<file path="src/rtl/regbatch_pkg.sv">
package regbatch_pkg;

    localparam logic [7:0] OP_NOP    = 8'h00;
    localparam logic [7:0] OP_WRITE  = 8'h01;
    localparam logic [7:0] OP_WUSEC  = 8'h02;
    localparam logic [7:0] OP_WVBL   = 8'h04;
    localparam logic [7:0] OP_WIN    = 8'h05;
    localparam logic [7:0] OP_WOUT   = 8'h06;
    localparam logic [7:0] OP_IRQ    = 8'h07;
    localparam logic [7:0] OP_BURST  = 8'h09;

    typedef enum logic [2:0] {
        K_NOP,
        K_WRITE,
        K_WAIT,
        K_IRQ,
        K_BURST,
        K_BAD
    } kind_e;

    typedef enum logic [3:0] {
        S_IDLE,
        S_RD0,
        S_LD0,
        S_LD1,
        S_EXEC,
        S_WR,
        S_WAIT,
        S_BRD,
        S_BLD,
        S_BWR
    } state_e;

    typedef struct packed {
        state_e      state;
        logic [31:0] w0;
        logic [31:0] w1;
        logic [31:0] cnt;
        logic [31:0] data;
        logic        irq;
        logic        err;
    } st_t;

endpackage

</file>
<file path="src/rtl/regbatch_decode.sv">
module regbatch_decode
    import regbatch_pkg::*;
(
    input  logic [7:0] opcode,
    output kind_e      kind
);
    always_comb begin
        case (opcode)
            OP_NOP:   kind = K_NOP;
            OP_WRITE: kind = K_WRITE;
            OP_WUSEC,
            OP_WVBL,
            OP_WIN,
            OP_WOUT:  kind = K_WAIT;
            OP_IRQ:   kind = K_IRQ;
            OP_BURST: kind = K_BURST;
            default:  kind = K_BAD;
        endcase
    end
endmodule

</file>
<file path="src/rtl/regbatch_fetch_ptr.sv">
module regbatch_fetch_ptr #(
    parameter int AW = 10
) (
    input  logic          clk,
    input  logic          rst_n,
    input  logic          load,
    input  logic [AW-1:0] head,
    input  logic [AW-1:0] tail,
    input  logic          step,
    output logic [AW-1:0] ptr,
    output logic          at_end
);
    logic [AW-1:0] ptr_d, ptr_q;
    logic [AW-1:0] tail_d, tail_q;

    always_comb begin
        ptr_d  = ptr_q;
        tail_d = tail_q;
        if (load) begin
            ptr_d  = head;
            tail_d = tail;
        end else if (step) begin
            ptr_d = ptr_q + AW'(1);
        end
    end

    always_ff @(posedge clk or negedge rst_n) begin
        if (!rst_n) begin
            ptr_q  <= '0;
            tail_q <= '0;
        end else begin
            ptr_q  <= ptr_d;
            tail_q <= tail_d;
        end
    end

    assign ptr    = ptr_q;
    assign at_end = (ptr_q >= tail_q);
endmodule

</file>
<file path="src/rtl/regbatch_exec.sv">
module regbatch_exec
    import regbatch_pkg::*;
#(
    parameter int AW = 10
) (
    input  logic          clk,
    input  logic          rst_n,
    input  logic          start,
    input  logic [AW-1:0] head_idx,
    input  logic [AW-1:0] tail_idx,
    output logic          mem_rd,
    output logic [AW-1:0] mem_addr,
    input  logic [31:0]   mem_rdata,
    output logic          wr_valid,
    input  logic          wr_ready,
    output logic [19:0]   wr_addr,
    output logic [31:0]   wr_data,
    output logic [3:0]    wr_be,
    output logic          wait_valid,
    input  logic          wait_done,
    output logic [2:0]    wait_code,
    output logic [31:0]   wait_lo,
    output logic [23:0]   wait_hi,
    output logic          busy,
    output logic          irq,
    output logic          err
);
    localparam logic [3:0] BE_ALL = 4'hF;

    st_t   st_d, st_q;
    kind_e kind;
    logic  ptr_load, ptr_step, at_end;
    logic [AW-1:0] ptr;

    regbatch_decode u_dec (
        .opcode (st_q.w1[31:24]),
        .kind   (kind)
    );

    regbatch_fetch_ptr #(.AW(AW)) u_ptr (
        .clk    (clk),
        .rst_n  (rst_n),
        .load   (ptr_load),
        .head   (head_idx),
        .tail   (tail_idx),
        .step   (ptr_step),
        .ptr    (ptr),
        .at_end (at_end)
    );

    always_comb begin
        st_d       = st_q;
        ptr_load   = 1'b0;
        ptr_step   = 1'b0;
        mem_rd     = 1'b0;
        wr_valid   = 1'b0;
        wait_valid = 1'b0;
        case (st_q.state)
            S_IDLE: begin
                if (start) begin
                    ptr_load   = 1'b1;
                    st_d.irq   = 1'b0;
                    st_d.err   = 1'b0;
                    st_d.state = S_RD0;
                end
            end
            S_RD0: begin
                if (at_end) begin
                    st_d.state = S_IDLE;
                end else begin
                    mem_rd     = 1'b1;
                    ptr_step   = 1'b1;
                    st_d.state = S_LD0;
                end
            end
            S_LD0: begin
                st_d.w0    = mem_rdata;
                mem_rd     = 1'b1;
                ptr_step   = 1'b1;
                st_d.state = S_LD1;
            end
            S_LD1: begin
                st_d.w1    = mem_rdata;
                st_d.state = S_EXEC;
            end
            S_EXEC: begin
                case (kind)
                    K_NOP:   st_d.state = S_RD0;
                    K_WRITE: st_d.state = S_WR;
                    K_WAIT:  st_d.state = S_WAIT;
                    K_IRQ: begin
                        st_d.irq   = 1'b1;
                        st_d.state = S_RD0;
                    end
                    K_BURST: begin
                        st_d.cnt   = st_q.w0;
                        st_d.state = (st_q.w0 == 32'd0) ? S_RD0 : S_BRD;
                    end
                    default: begin
                        st_d.err   = 1'b1;
                        st_d.state = S_IDLE;
                    end
                endcase
            end
            S_WR: begin
                wr_valid = 1'b1;
                if (wr_ready) st_d.state = S_RD0;
            end
            S_WAIT: begin
                wait_valid = 1'b1;
                if (wait_done) st_d.state = S_RD0;
            end
            S_BRD: begin
                mem_rd     = 1'b1;
                ptr_step   = 1'b1;
                st_d.state = S_BLD;
            end
            S_BLD: begin
                st_d.data  = mem_rdata;
                st_d.state = S_BWR;
            end
            S_BWR: begin
                wr_valid = 1'b1;
                if (wr_ready) begin
                    st_d.cnt = st_q.cnt - 32'd1;
                    if (st_q.cnt == 32'd1) begin
                        // odd count leaves the pointer on the pad word
                        ptr_step   = ptr[0];
                        st_d.state = S_RD0;
                    end else begin
                        st_d.state = S_BRD;
                    end
                end
            end
            default: st_d.state = S_IDLE;
        endcase
    end

    always_ff @(posedge clk or negedge rst_n) begin
        if (!rst_n) begin
            st_q <= '{state: S_IDLE, w0: '0, w1: '0, cnt: '0,
                      data: '0, irq: 1'b0, err: 1'b0};
        end else begin
            st_q <= st_d;
        end
    end

    assign mem_addr  = ptr;
    assign wr_addr   = st_q.w1[19:0];
    assign wr_data   = (st_q.state == S_BWR) ? st_q.data : st_q.w0;
    assign wr_be     = (st_q.state == S_BWR) ? BE_ALL : st_q.w1[23:20];
    assign wait_code = st_q.w1[26:24];
    assign wait_lo   = st_q.w0;
    assign wait_hi   = st_q.w1[23:0];
    assign busy      = (st_q.state != S_IDLE);
    assign irq       = st_q.irq;
    assign err       = st_q.err;
endmodule

</file>
<file path="config.mk">
export PLATFORM = sky130hd
export DESIGN_NAME = regbatch_exec
export DESIGN_NICKNAME = d
export VERILOG_FILES = /design/src/rtl/regbatch_pkg.sv /design/src/rtl/regbatch_decode.sv /design/src/rtl/regbatch_fetch_ptr.sv /design/src/rtl/regbatch_exec.sv
export SDC_FILE = /design/constraint.sdc
export NUM_CORES = 1
export LEC_CHECK = 0
export BUFFER_PORTS_ARGS = -buffer_cell sky130_fd_sc_hd__buf_2
export CAP_MARGIN = 20
export CORE_MARGIN = 2
export CORE_UTILIZATION = 25
export CTS_BUF_LIST = sky130_fd_sc_hd__clkbuf_2
export DETAILED_ROUTE_END_ITERATION = 16
export PLACE_DENSITY = 0.53
export SETUP_SLACK_MARGIN = 0.1
export SLEW_MARGIN = 20
export SYNTH_ARGS = -nofsm -noshare
export SYNTH_HDL_FRONTEND = slang
export SYNTH_SLANG_ARGS = --single-unit
</file>
<file path="constraint.sdc">
create_clock -name clk -period 2.2 [get_ports clk]
set_clock_uncertainty 0.2 [all_clocks]
set_input_delay 0.44 -clock clk [delete_from_list [all_inputs] [get_ports clk]]
set_output_delay 0.44 -clock clk [all_outputs]
set_load 0.01 [all_outputs]
</file>
==> flow_metrics.tcl, run 1 <==
set metrics [dict create \
    status "finished with violations" \
    violations "negative setup slack" \
    portBuffers 187 \
    clk_pin_slew_ns 0.34 \
    drt_pass1_iterations 5 \
    finalMaxSlewViolations 0 \
    synthArstFlopShare_pct 100.0 \
    num_io_pins 188 \
    worst-path-max-fanout 3 \
    dp_cells 1521 \
    cts_root_buf "clkbuf_2" \
    min_to "st_q[12]" \
    post-place-ws_ns -0.2856 \
    busiest_layer "met2" \
    die_h_um 186.8 \
    fin_nets 1379 \
    fp.dieW_um 186.8 \
    reg2reg_from "st_q[51]" \
    pwr_density_cell_nw_per_um2 1365 \
    hold_viol 0 \
    leakagePower_nw 6.989 \
    rsz0062_at_grt "true" \
    use_met3_pct 3.396 \
    synth_top_area_share_pct 46.12 \
    min_period_ns 3.150 \
    ys_seq_area_share_pct 46.12 \
    ir_drop_mv 0.6855 \
    routed_via_density 4.652 \
    syn_to_final_growth_pct 76.33 \
    cts_tree "built" \
    min_path_cells 3 \
    grt_util_met1_pct 22.82 \
    insertion_delay_ns 0.86 \
    crit_type "flop to primary output" \
    drv_cap 0 \
    clockBufferDepth 2 \
    crit_arrival_ns 2.51 \
    cts.sinks 154 \
    netlist_instances 862 \
    dieArea_um2 34900 \
    antenna_found_initial 1 \
    hold_start "mem_rdata[10]" \
    grt_first_pass_wirelength_um 46570 \
    setup_viol 86 \
    finalWirelength_um 31440 \
    grt_use_met2_pct 28.14 \
    fp-row-count 66 \
    crit_path_start_kind "flop" \
    worstHoldPathType "input port to flop" \
    place_hpwl_um 18750 \
    grt_start_max_net_pins 34 \
    vias 8211 \
    rrSetupSlack_ns -0.33 \
    place_congestion 0.8236 \
    crit_chain "ha_4 > nand2_4 > o2111ai_4 > o32ai_2 > buf_4 > or2_4 > buf_6" \
    fill_cells 3091 \
    cts_made_buffers 17 \
    cp_slowest_cell "dfrtp_1" \
    yosysTopAreaCell "dfrtp_1" \
    rr_worst_depth 8 \
    fin_ws_ns -0.9500 \
    worstPathRequired_ns 1.56 \
    max_slew_margin_pct 63.66 \
    synth_flop_cell "dfrtp_1" \
    stdcell_count 1765 \
    core_um2 32700 \
    grt_overflow 0 \
    htreeDepth 4 \
    r2r_end "u_ptr.ptr[7]" \
    worst_slew_pin_slew_ns 0.5451 \
    synth_nets 932 \
    synth_seq_cells 154 \
    start_util_pct 25.55 \
    clock.fmax_mhz 317.5 \
    fin_util_pct 45.05 \
    drc_errors 0 \
    postRouteAntennaNets 0 \
    wl_per_cell_um 17.81 \
    synth_area_um2 8356 \
    synthTopCellsByArea "dfrtp_1 46%, mux2_2 13%, buf_4 7.1%" \
    globalRouteTotalUtil_pct 17.08 \
    yosysWarnings 0 \
    avgSynthCellArea_um2 9.693 \
    drive_above_1_share_pct 62.93 \
    first_iter_violations 437 \
    synth-edff-count 0 \
    endpoint_kind "primary output" \
    post-route-period-util_pct 143.2 \
    ys_types 63 \
    slowest_delay_ns 0.50 \
    grt_pass1_vias 8082 \
]
[through the flow]
stage          TNS (ns)  area (um^2)  hold WS (ns)  power, mW
2_1_floorplan   -0.5022         8474      -0.05559      10.41
3_3_place_gp     -2.779        10440        0.1923      13.51
3_5_place_dp     -3.162        10440        0.1887      13.64
4_1_cts          -35.33        13610       0.07857      18.66
5_1_grt          -45.22        14730       0.05677      21.41
6_report         -31.95        14730        0.1382      20.12
[flip-flops by register name, indices dropped and copies added (netlist names)]
register and cells:
irq 1, u_ptr.tail_q 10, u_ptr.ptr 10, wait_hi 24
wait_lo 32, wait_code 3, err 1, st_q 73
[critical path: cells and delay by family (launching register included)]
family / cells / cell delay [ns]
AO/OA/AOI/OAI: 2 / 0.36
adder cells (fa/ha/maj): 1 / 0.31
flip-flops: 1 / 0.50
buffers and inverters: 2 / 0.26
AND/OR/NAND/NOR: 2 / 0.28
[synth_stat cells, types with 9 or more instances]
master / instances
a21oi_1: 38
nand2_1: 145
nor4_1: 17
dfrtp_1: 154
inv_1: 23
nand4_1: 9
o21ai_0: 44
ha_1: 13
nor3_1: 17
clkbuf_1: 33
nand3_1: 14
nor2_1: 41
mux2_2: 95
buf_4: 79
a31oi_1: 13
[cell type report]
| type | instances | area, um^2 | area share [%] |
|---|---|---|---|
| repair buffers | 550 | 5137 | 34.87 |
| multi-input cells | 563 | 4870 | 33.05 |
| flip-flops and latches | 154 | 3867 | 26.25 |
| well taps | 442 | 553.0 | 3.754 |
| clock inverters | 15 | 131.4 | 0.8917 |
| inverters | 23 | 86.33 | 0.5860 |
| clock buffers | 17 | 85.08 | 0.5775 |
| diodes | 1 | 2.502 | 0.01699 |
[layout by cell type (no fill, tap or decap), types with 20 or more instances in the layout]
master and instances:
mux2_2 72, buf_6 146, mux2_4 23, dlygate4sd3_1 57, inv_1 20, buf_2 116, dfrtp_1 143, nand2_1 65
buf_12 23, nand2_4 40, buf_4 185, nor2_1 31, nand2_2 40, o21ai_1 21
[kinds of logic (layout without fill, tap and decap cells)]
kind of cell	Yosys count	in the layout	share of synthesized area (%)
DFF	154	154	46.12
buffers and inverters	146	605	10.17
adders and majority gates	13	13	1.947
AOI/OAI and AO/OA	162	162	12.13
xor gates and xnor gates	2	2	0.2097
other	0	1	0
and+or+nand+nor	289	290	16.50
muxes	96	96	12.92
[worst max-delay path by stage]
| stage | from | end | slack, ns | cells after the start |
|---|---|---|---|---|
| after global placement | st_q[64] | u_ptr.ptr[3] | -0.27 | 9 |
| after CTS | u_ptr.ptr[9] | mem_rd | -1.02 | 7 |
| after detailed placement | st_q[64] | u_ptr.ptr[5] | -0.29 | 9 |
| after global routing | u_ptr.ptr[9] | mem_rd | -1.13 | 7 |
| after floorplan | st_q[37] | st_q[57] | -0.16 | 6 |
| final | u_ptr.ptr[8] | mem_rd | -0.95 | 7 |
[layer usage]
metal / vias up / routed length [um] / share of wire (%)
met1: 4067 / 14070 / 45
li1: 3877 / - / -
met3: 35 / 1430 / 4.5
met4: 0 / 554 / 1.8
met5: - / 0 / 0
met2: 232 / 15390 / 49
[repair_timing]
item / 4_1_cts / 5_1_grt
setup endpoints to repair: 155 / 235
setup buffers: 104 / 51
gates cloned: 16 / 5
resized for setup: 307 / 220
hold buffers: 58 / 0
pin swaps: 101 / 77
endpoints found under the hold margin: 276 / 0
[power by group]
part,internal (mW),switching (mW)
combinational,7.57,5.73
clock,0.351,1.28
sequential,4.12,1.07
Power figures use the tool's default switching activity.
==> inputs of run 2 (changes only) <==
--- a/config.mk
+++ b/config.mk
@@ -5,13 +5,14 @@
 export SDC_FILE = /design/constraint.sdc
 export NUM_CORES = 1
 export LEC_CHECK = 0
+export ABC_AREA = 1
 export BUFFER_PORTS_ARGS = -buffer_cell sky130_fd_sc_hd__buf_2
 export CAP_MARGIN = 20
 export CORE_MARGIN = 2
 export CORE_UTILIZATION = 25
 export CTS_BUF_LIST = sky130_fd_sc_hd__clkbuf_2
 export DETAILED_ROUTE_END_ITERATION = 16
-export PLACE_DENSITY = 0.53
+export PLACE_DENSITY = 0.51
 export SETUP_SLACK_MARGIN = 0.1
 export SLEW_MARGIN = 20
 export SYNTH_ARGS = -nofsm -noshare
==> constraint.sdc (replaced) <==
create_clock -name clk -period 2.9 [get_ports clk]
set_clock_uncertainty 0.2 [all_clocks]
set_input_delay 0.58 -clock clk [delete_from_list [all_inputs] [get_ports clk]]
set_output_delay 0.58 -clock clk [all_outputs]
set_load 0.01 [all_outputs]
==> flow_metrics.tcl, run 2 <==
set metrics [dict create \
    dp_cells 1749 \
    fp-row-count 68 \
    first_iter_violations 523 \
    cts_tree "built" \
    drt_pass1_iterations 5 \
    synthArstFlopShare_pct 100.0 \
    clockBufferDepth 2 \
    yosysTopAreaCell "dfrtp_1" \
    hold_ws_ns 0.3040 \
    critical_path.top_delay_family "buffers and inverters" \
    drv_cap 0 \
    cts_root_buf "clkbuf_2" \
    endpoint_kind "primary output" \
    synth_top_area_share_pct 43.48 \
    leakagePower_nw 5.755 \
    regMostFlops "st_q" \
    synth.most_common_cell "nand2_1" \
    grt_start_max_net_pins 66 \
    wl_per_cell_um 15.48 \
    worst_slew_pin_slew_ns 0.9783 \
    drive_above_1_share_pct 25.39 \
    pwr-share-clk_pct 11.0 \
    min_period_ns 3.083 \
    core_um2 34710 \
    synth_nets 1285 \
    crit_top_cell "buf_12" \
    crit_arrival_ns 2.30 \
    finalWirelength_um 29080 \
    synth_area_um2 8862 \
    stdcell_count 1879 \
    synth_seq_cells 154 \
    htreeDepth 4 \
    crit_buf_inv 5 \
    netlist_instances 1215 \
    violations "negative setup slack" \
    num_io_pins 188 \
    switching_share_pct 47.22 \
    drc_errors 0 \
    fin_ws_ns -0.1833 \
    finalMaxSlewViolations 0 \
    syn_to_final_growth_pct 28.65 \
    worstHoldPathType "flop to flop" \
    setup_viol 38 \
    cp_slowest_cell "dfrtp_1" \
    final_cell_mix "347 x nand2_1, 174 x buf_2, 148 x dfrtp_1" \
    antenna_found_initial 2 \
    synthTopCellsByArea "dfrtp_1 43%, nand2_1 16%, o21ai_0 7.9%" \
    rsz0062_at_grt "true" \
    ys_seq_area_share_pct 43.48 \
    vias 8343 \
    synthTopCellsByCount "388 x nand2_1, 154 x dfrtp_1, 140 x o21ai_0" \
    clk_pin_slew_ns 0.23 \
    pwr_density_cell_nw_per_um2 980.2 \
    synth_flop_cell "dfrtp_1" \
    status "finished with violations" \
    clock.fmax_mhz 324.3 \
    grt_overflow 0 \
    seqPwrFrac_pct 36.6 \
    dieArea_um2 36970 \
    cts_made_buffers 17 \
    slowest_delay_ns 0.48 \
    comb_power_share_pct 52.5 \
    p_sw_mw 5.277 \
    hold_viol 0 \
    grt_pass1_vias 7959 \
    place_hpwl_um 18960 \
    grt_first_pass_wirelength_um 44580 \
    crit_chain "inv_4 > nor3_4 > buf_6 > buf_12 > buf_12 > nand2_2 > o21ai_1 > buf_2" \
    fill_cells 3710 \
    worstPathRequired_ns 2.12 \
    crit_type "flop to primary output" \
    yosysWarnings 0 \
    max_slew_margin_pct 34.78 \
    ir_drop_mv 0.4283 \
    postRouteAntennaNets 0 \
    avgSynthCellArea_um2 7.294 \
    routed_via_density 4.440 \
    insertion_delay_ns 0.80 \
    largest_reg_flops 73 \
    start_util_pct 25.53 \
    place_congestion 0.8729 \
    fp.dieW_um 192.3 \
    cts.sinks 154 \
    worst-path-max-fanout 6 \
    post-route-period-util_pct 106.3 \
    portBuffers 187 \
    fin_nets 1479 \
    ys_types 34 \
    crit_path_start_kind "flop" \
    globalRouteTotalUtil_pct 15.74 \
    die_h_um 192.3 \
    p_int_mw 5.898 \
    final_common_cell "nand2_1" \
    synth-edff-count 0 \
]
## run 2: cell count changes after synthesis, sizes merged, moves of 10 or more
cell    previous run  this run
nor3              18         8
inv               23       115
clkbuf            33        20
nor4              20         1
a31oi             13         1
nor2              41       132
mux2              95         0
o21ai             52       161
nand3             15        35
nand4              9        19
a21oi             38        26
buf               90       102
nand2            146       394
## run 2: cells by family after synthesis
kind of cell,after synthesis,synth area share [%]
AO/OA/AOI/OAI,194,11.14
XOR/XNOR,17,1.680
adder cells (fa/ha/maj),13,1.835
buffers and inverters,238,14.12
flip-flops,154,43.48
AND/OR/NAND/NOR,599,27.74
## run 2: final timing paths
kind	from	end	slack, ns	depth (start not counted)
worst max-delay path	st_q[133]	wr_data[3]	-0.18	8
min in group asynchronous	rst_n	st_q[7]	0.54	3
max in group asynchronous	rst_n	st_q[19]	1.30	4
worst min-delay path	st_q[95]	st_q[95]	0.30	2
worst max register to register	st_q[133]	st_q[130]	0.27	19
worst min register to register	st_q[95]	st_q[95]	0.30	2
## run 2: area by class of cell
| class | count | area, um^2 | share of cell area [%] |
|---|---|---|---|
| Antenna cell | 2 | 5.005 | 0.04390 |
| Sequential cell | 154 | 3861 | 33.87 |
| Inverter | 116 | 464.2 | 4.072 |
| Timing Repair Buffer | 295 | 2236 | 19.61 |
| Tap cell | 455 | 569.3 | 4.993 |
| Clock inverter | 13 | 125.1 | 1.097 |
| Clock buffer | 19 | 95.09 | 0.8341 |
| Timing Repair inverter | 2 | 31.28 | 0.2744 |
| Multi-Input combinational cell | 823 | 4014 | 35.21 |
## run 2: per-layer routing
layer / wire [um] / up-vias / GRT usage, %
met5: 0 / - / 0
met4: 340 / 0 / 3.846
met3: 1338 / 19 / 3.219
met2: 13560 / 202 / 25.18
met1: 13840 / 3981 / 21.72
li1: - / 4141 / -
## run 2: repair_timing
item                                    CTS  global route
endpoints found under the setup margin   39            43
hold buffers                             59             0
pin swaps                                 7             8
resized for setup                        74            67
gates cloned                              7             3
hold endpoints to repair                274             0
setup buffers                            23             8
## run 2: metrics by stage
step	worst slack [ns]	util (%)	power (mW)	area [um^2]	TNS [ns]
global placement	0.2289	27.96	9.278	9706	0
CTS	-0.3361	32.03	10.98	11120	-11.16
global route	-0.3736	32.84	12.24	11400	-11.88
detailed placement	0.3235	27.96	9.300	9706	0
floorplan	0.6929	-	7.960	8862	0
finish	-0.1833	32.84	11.17	11400	-4.921
## run 2: power by group through the flow
stage          Combinational (mW)  Clock (mW)  Sequential, mW
6_report                     5.86        1.23            4.09
5_1_grt                      6.63        1.37            4.23
4_1_cts                      5.67        1.28            4.04
3_5_place_dp                 5.23           0            4.07
3_3_place_gp                 5.20           0            4.08
2_1_floorplan                4.11           0            3.85
## run 2: worst reg2reg max path, stage by stage, from the launching register on
cell and delay, ns:
dfrtp_1 0.48, inv_4 0.10, nor3_4 0.05, buf_6 0.13, buf_12 0.16, buf_6 0.13, nor2_4 0.09, inv_2 0.05
buf_4 0.12, buf_4 0.12, buf_4 0.12, buf_4 0.12, buf_4 0.13, buf_4 0.12, buf_4 0.13, nand2_4 0.06
nand2_4 0.05, nor2_4 0.12, nand2_1 0.07, nand2_1 0.06
==> inputs of run 3 (changes only) <==
--- a/config.mk
+++ b/config.mk
@@ -17,4 +17,5 @@
 export SLEW_MARGIN = 20
 export SYNTH_ARGS = -nofsm -noshare
 export SYNTH_HDL_FRONTEND = slang
+export SYNTH_HIERARCHICAL = 1
 export SYNTH_SLANG_ARGS = --single-unit
==> flow_metrics.tcl, run 3 <==
set metrics [dict create \
    first_iter_violations 408 \
    setup_viol 34 \
    grt_start_max_net_pins 65 \
    fill_cells 3722 \
    placed_cell_area_um2 9575 \
    regArea_um2 3861 \
    pwr_density_cell_nw_per_um2 982.8 \
    tns_ns -2.472 \
    post-route-period-util_pct 108.8 \
    synth_seq_cells 154 \
    insertion_delay_ns 0.77 \
    rsz0062_at_grt "true" \
    rr_worst_depth 13 \
    synth_nets 1241 \
    netlist_instances 1171 \
    status "finished with violations" \
    regMostFlops "st_q" \
    yosysWarnings 6 \
    crit_path_start_kind "flop" \
    drive_above_1_share_pct 30.29 \
    final_common_cell "nand2_1" \
    yosysTopAreaCell "dfrtp_1" \
    cts.sinks 154 \
    antenna_found_initial 1 \
    switching_share_pct 46.72 \
    dieArea_um2 36240 \
    drt_pass1_iterations 4 \
    rrSetupSlack_ns 0.32 \
    place_congestion 0.8488 \
    synth_top_area_share_pct 44.39 \
    leakagePower_nw 5.871 \
    globalRouteTotalUtil_pct 15.79 \
    violations "negative setup slack" \
    fp-row-count 68 \
    final_cell_mix "269 x nand2_1, 159 x buf_2, 148 x dfrtp_1" \
    r2r_end "st_q[42]" \
    min_period_ns 3.157 \
    final_area_um2 11780 \
    p_sw_mw 5.408 \
    grt_pass1_vias 7955 \
    p_int_mw 6.167 \
    core_um2 34370 \
    largest_reg_flops 73 \
    clockBufferDepth 2 \
    worstPathRequired_ns 2.12 \
    worst-path-max-fanout 3 \
    syn_to_final_growth_pct 35.65 \
    ir_drop_mv 0.4582 \
    cts_made_buffers 17 \
    multi_input_area_um2 4138 \
    drv_cap 0 \
    finalMaxSlewViolations 0 \
    synth-edff-count 0 \
    grt_overflow 0 \
    crit_arrival_ns 2.38 \
    clk_pin_slew_ns 0.25 \
    synthTopCellsByArea "dfrtp_1 44%, nand2_1 15%, o21ai_0 8.3%" \
    hold_ws_ns 0.1496 \
    die_h_um 190.4 \
    portBuffers 187 \
    max_slew_margin_pct 28.92 \
    synth.most_common_cell "nand2_1" \
    cts_tree "built" \
    fin_ws_ns -0.2565 \
    fp.dieW_um 190.4 \
    htreeDepth 4 \
    synth_area_um2 8682 \
    routed_via_density 4.438 \
    avgSynthCellArea_um2 7.414 \
    finalWirelength_um 28790 \
    post-place-ws_ns 0.4201 \
    synthArstFlopShare_pct 100.0 \
    comb_power_share_pct 52.6 \
    synthTopCellsByCount "345 x nand2_1, 154 x dfrtp_1, 144 x o21ai_0" \
    ys_types 40 \
    fin_nets 1450 \
    seqPwrFrac_pct 36.5 \
    hold_viol 0 \
    fin_util_pct 34.26 \
    wl_per_cell_um 15.57 \
    place_hpwl_um 19090 \
    pwr-share-clk_pct 10.9 \
    worst_slew_pin_slew_ns 1.065 \
    grt_first_pass_wirelength_um 44230 \
    cts_root_buf "clkbuf_2" \
    crit_type "flop to primary output" \
    clock.fmax_mhz 316.8 \
    drc_errors 0 \
    reg2reg_from "st_q[132]" \
    ys_seq_area_share_pct 44.39 \
    num_io_pins 188 \
    vias 8205 \
    endpoint_kind "primary output" \
    worstHoldPathType "input port to asynchronous set/reset pin" \
    synth_flop_cell "dfrtp_1" \
    postRouteAntennaNets 0 \
    start_util_pct 25.26 \
]
-- run 3: cell count changes after synthesis, sizes merged, moves of 3 or more --
cell	delta
clkbuf	-4
xor2	-4
a31oi	+7
nor3	-4
a21oi	+7
nand4	-11
buf	+3
nand2	-43
xnor2	-7
and2	-3
inv	+5
a22oi	+7
-- run 3: power groups by stage --
stage               logic [mW]  clock network [mW]  registers (mW)
finish                    6.09                1.26            4.22
global route              6.76                1.40            4.38
CTS                       5.80                1.32            4.12
detailed placement        4.97                   0            4.12
global placement          4.92                   0            4.10
floorplan                 3.80                   0            3.91
-- run 3: how the worst max path moves through the flow --
stage	from	to	slack [ns]	cells past startpoint
global route	u_ptr/ptr[0]	mem_rd	-0.46	10
finish	u_ptr/ptr[4]	mem_rd	-0.26	9
CTS	u_ptr/ptr[7]	mem_rd	-0.28	9
detailed placement	u_ptr/ptr[3]	mem_rd	0.42	9
global placement	u_ptr/ptr[3]	mem_rd	0.46	9
floorplan	u_ptr/ptr[0]	mem_rd	0.63	9
-- run 3: cells by family after synthesis --
kind of cell,Yosys count,synth area share (%)
XOR/XNOR,6,0.6053
AO/OA/AOI/OAI,218,13.30
adder cells (fa/ha/maj),13,1.874
flip-flops,154,44.39
buffers and inverters,242,14.67
AND/OR/NAND/NOR,538,25.16
-- run 3: critical path, stage by stage, from the launching register on --
cell and delay, ns:
dfrtp_2 0.49, ha_1 0.30, nand2_2 0.06, nor2_1 0.14
nand3_2 0.11, nand3_2 0.10, o21ai_2 0.07, nor2_1 0.10
inv_1 0.08, buf_2 0.14
-- run 3: final cells by class --
cell class / instances / share of cell area [%]
multi-input combinational: 775 / 35.13
sequential: 154 / 32.78
timing repair buffer: 310 / 21.06
tap: 455 / 4.834
inverter: 121 / 4.026
clock inverter: 15 / 1.285
clock buffer: 17 / 0.7224
timing repair inverter: 1 / 0.1381
antenna: 1 / 0.02125
-- run 3: what timing repair did --
item                                    4_1_cts  5_1_grt
resized for setup                           162       80
buffers inserted                             33       12
endpoints found under the setup margin       38       42
pin swaps                                    14       15
cloned                                        5        2
endpoints found under the hold margin       215        0
hold buffers                                 57        0
-- run 3: per-stage QoR --
stage	total power, mW	instances
after global routing	12.54	1849
after floorplan	7.710	1171
after CTS	11.24	1836
after global placement	9.021	1709
after detailed placement	9.093	1709
final	11.58	1849
-- run 3: layer usage --
| layer | GRT usage (%) | wire [um] | up-vias |
|---|---|---|---|
| met4 | 4.711 | 631 | 0 |
| met5 | 0 | 0 | - |
| met2 | 27.01 | 14150 | 177 |
| li1 | - | - | 4060 |
| met3 | 2.963 | 1081 | 34 |
| met1 | 20.18 | 12930 | 3934 |
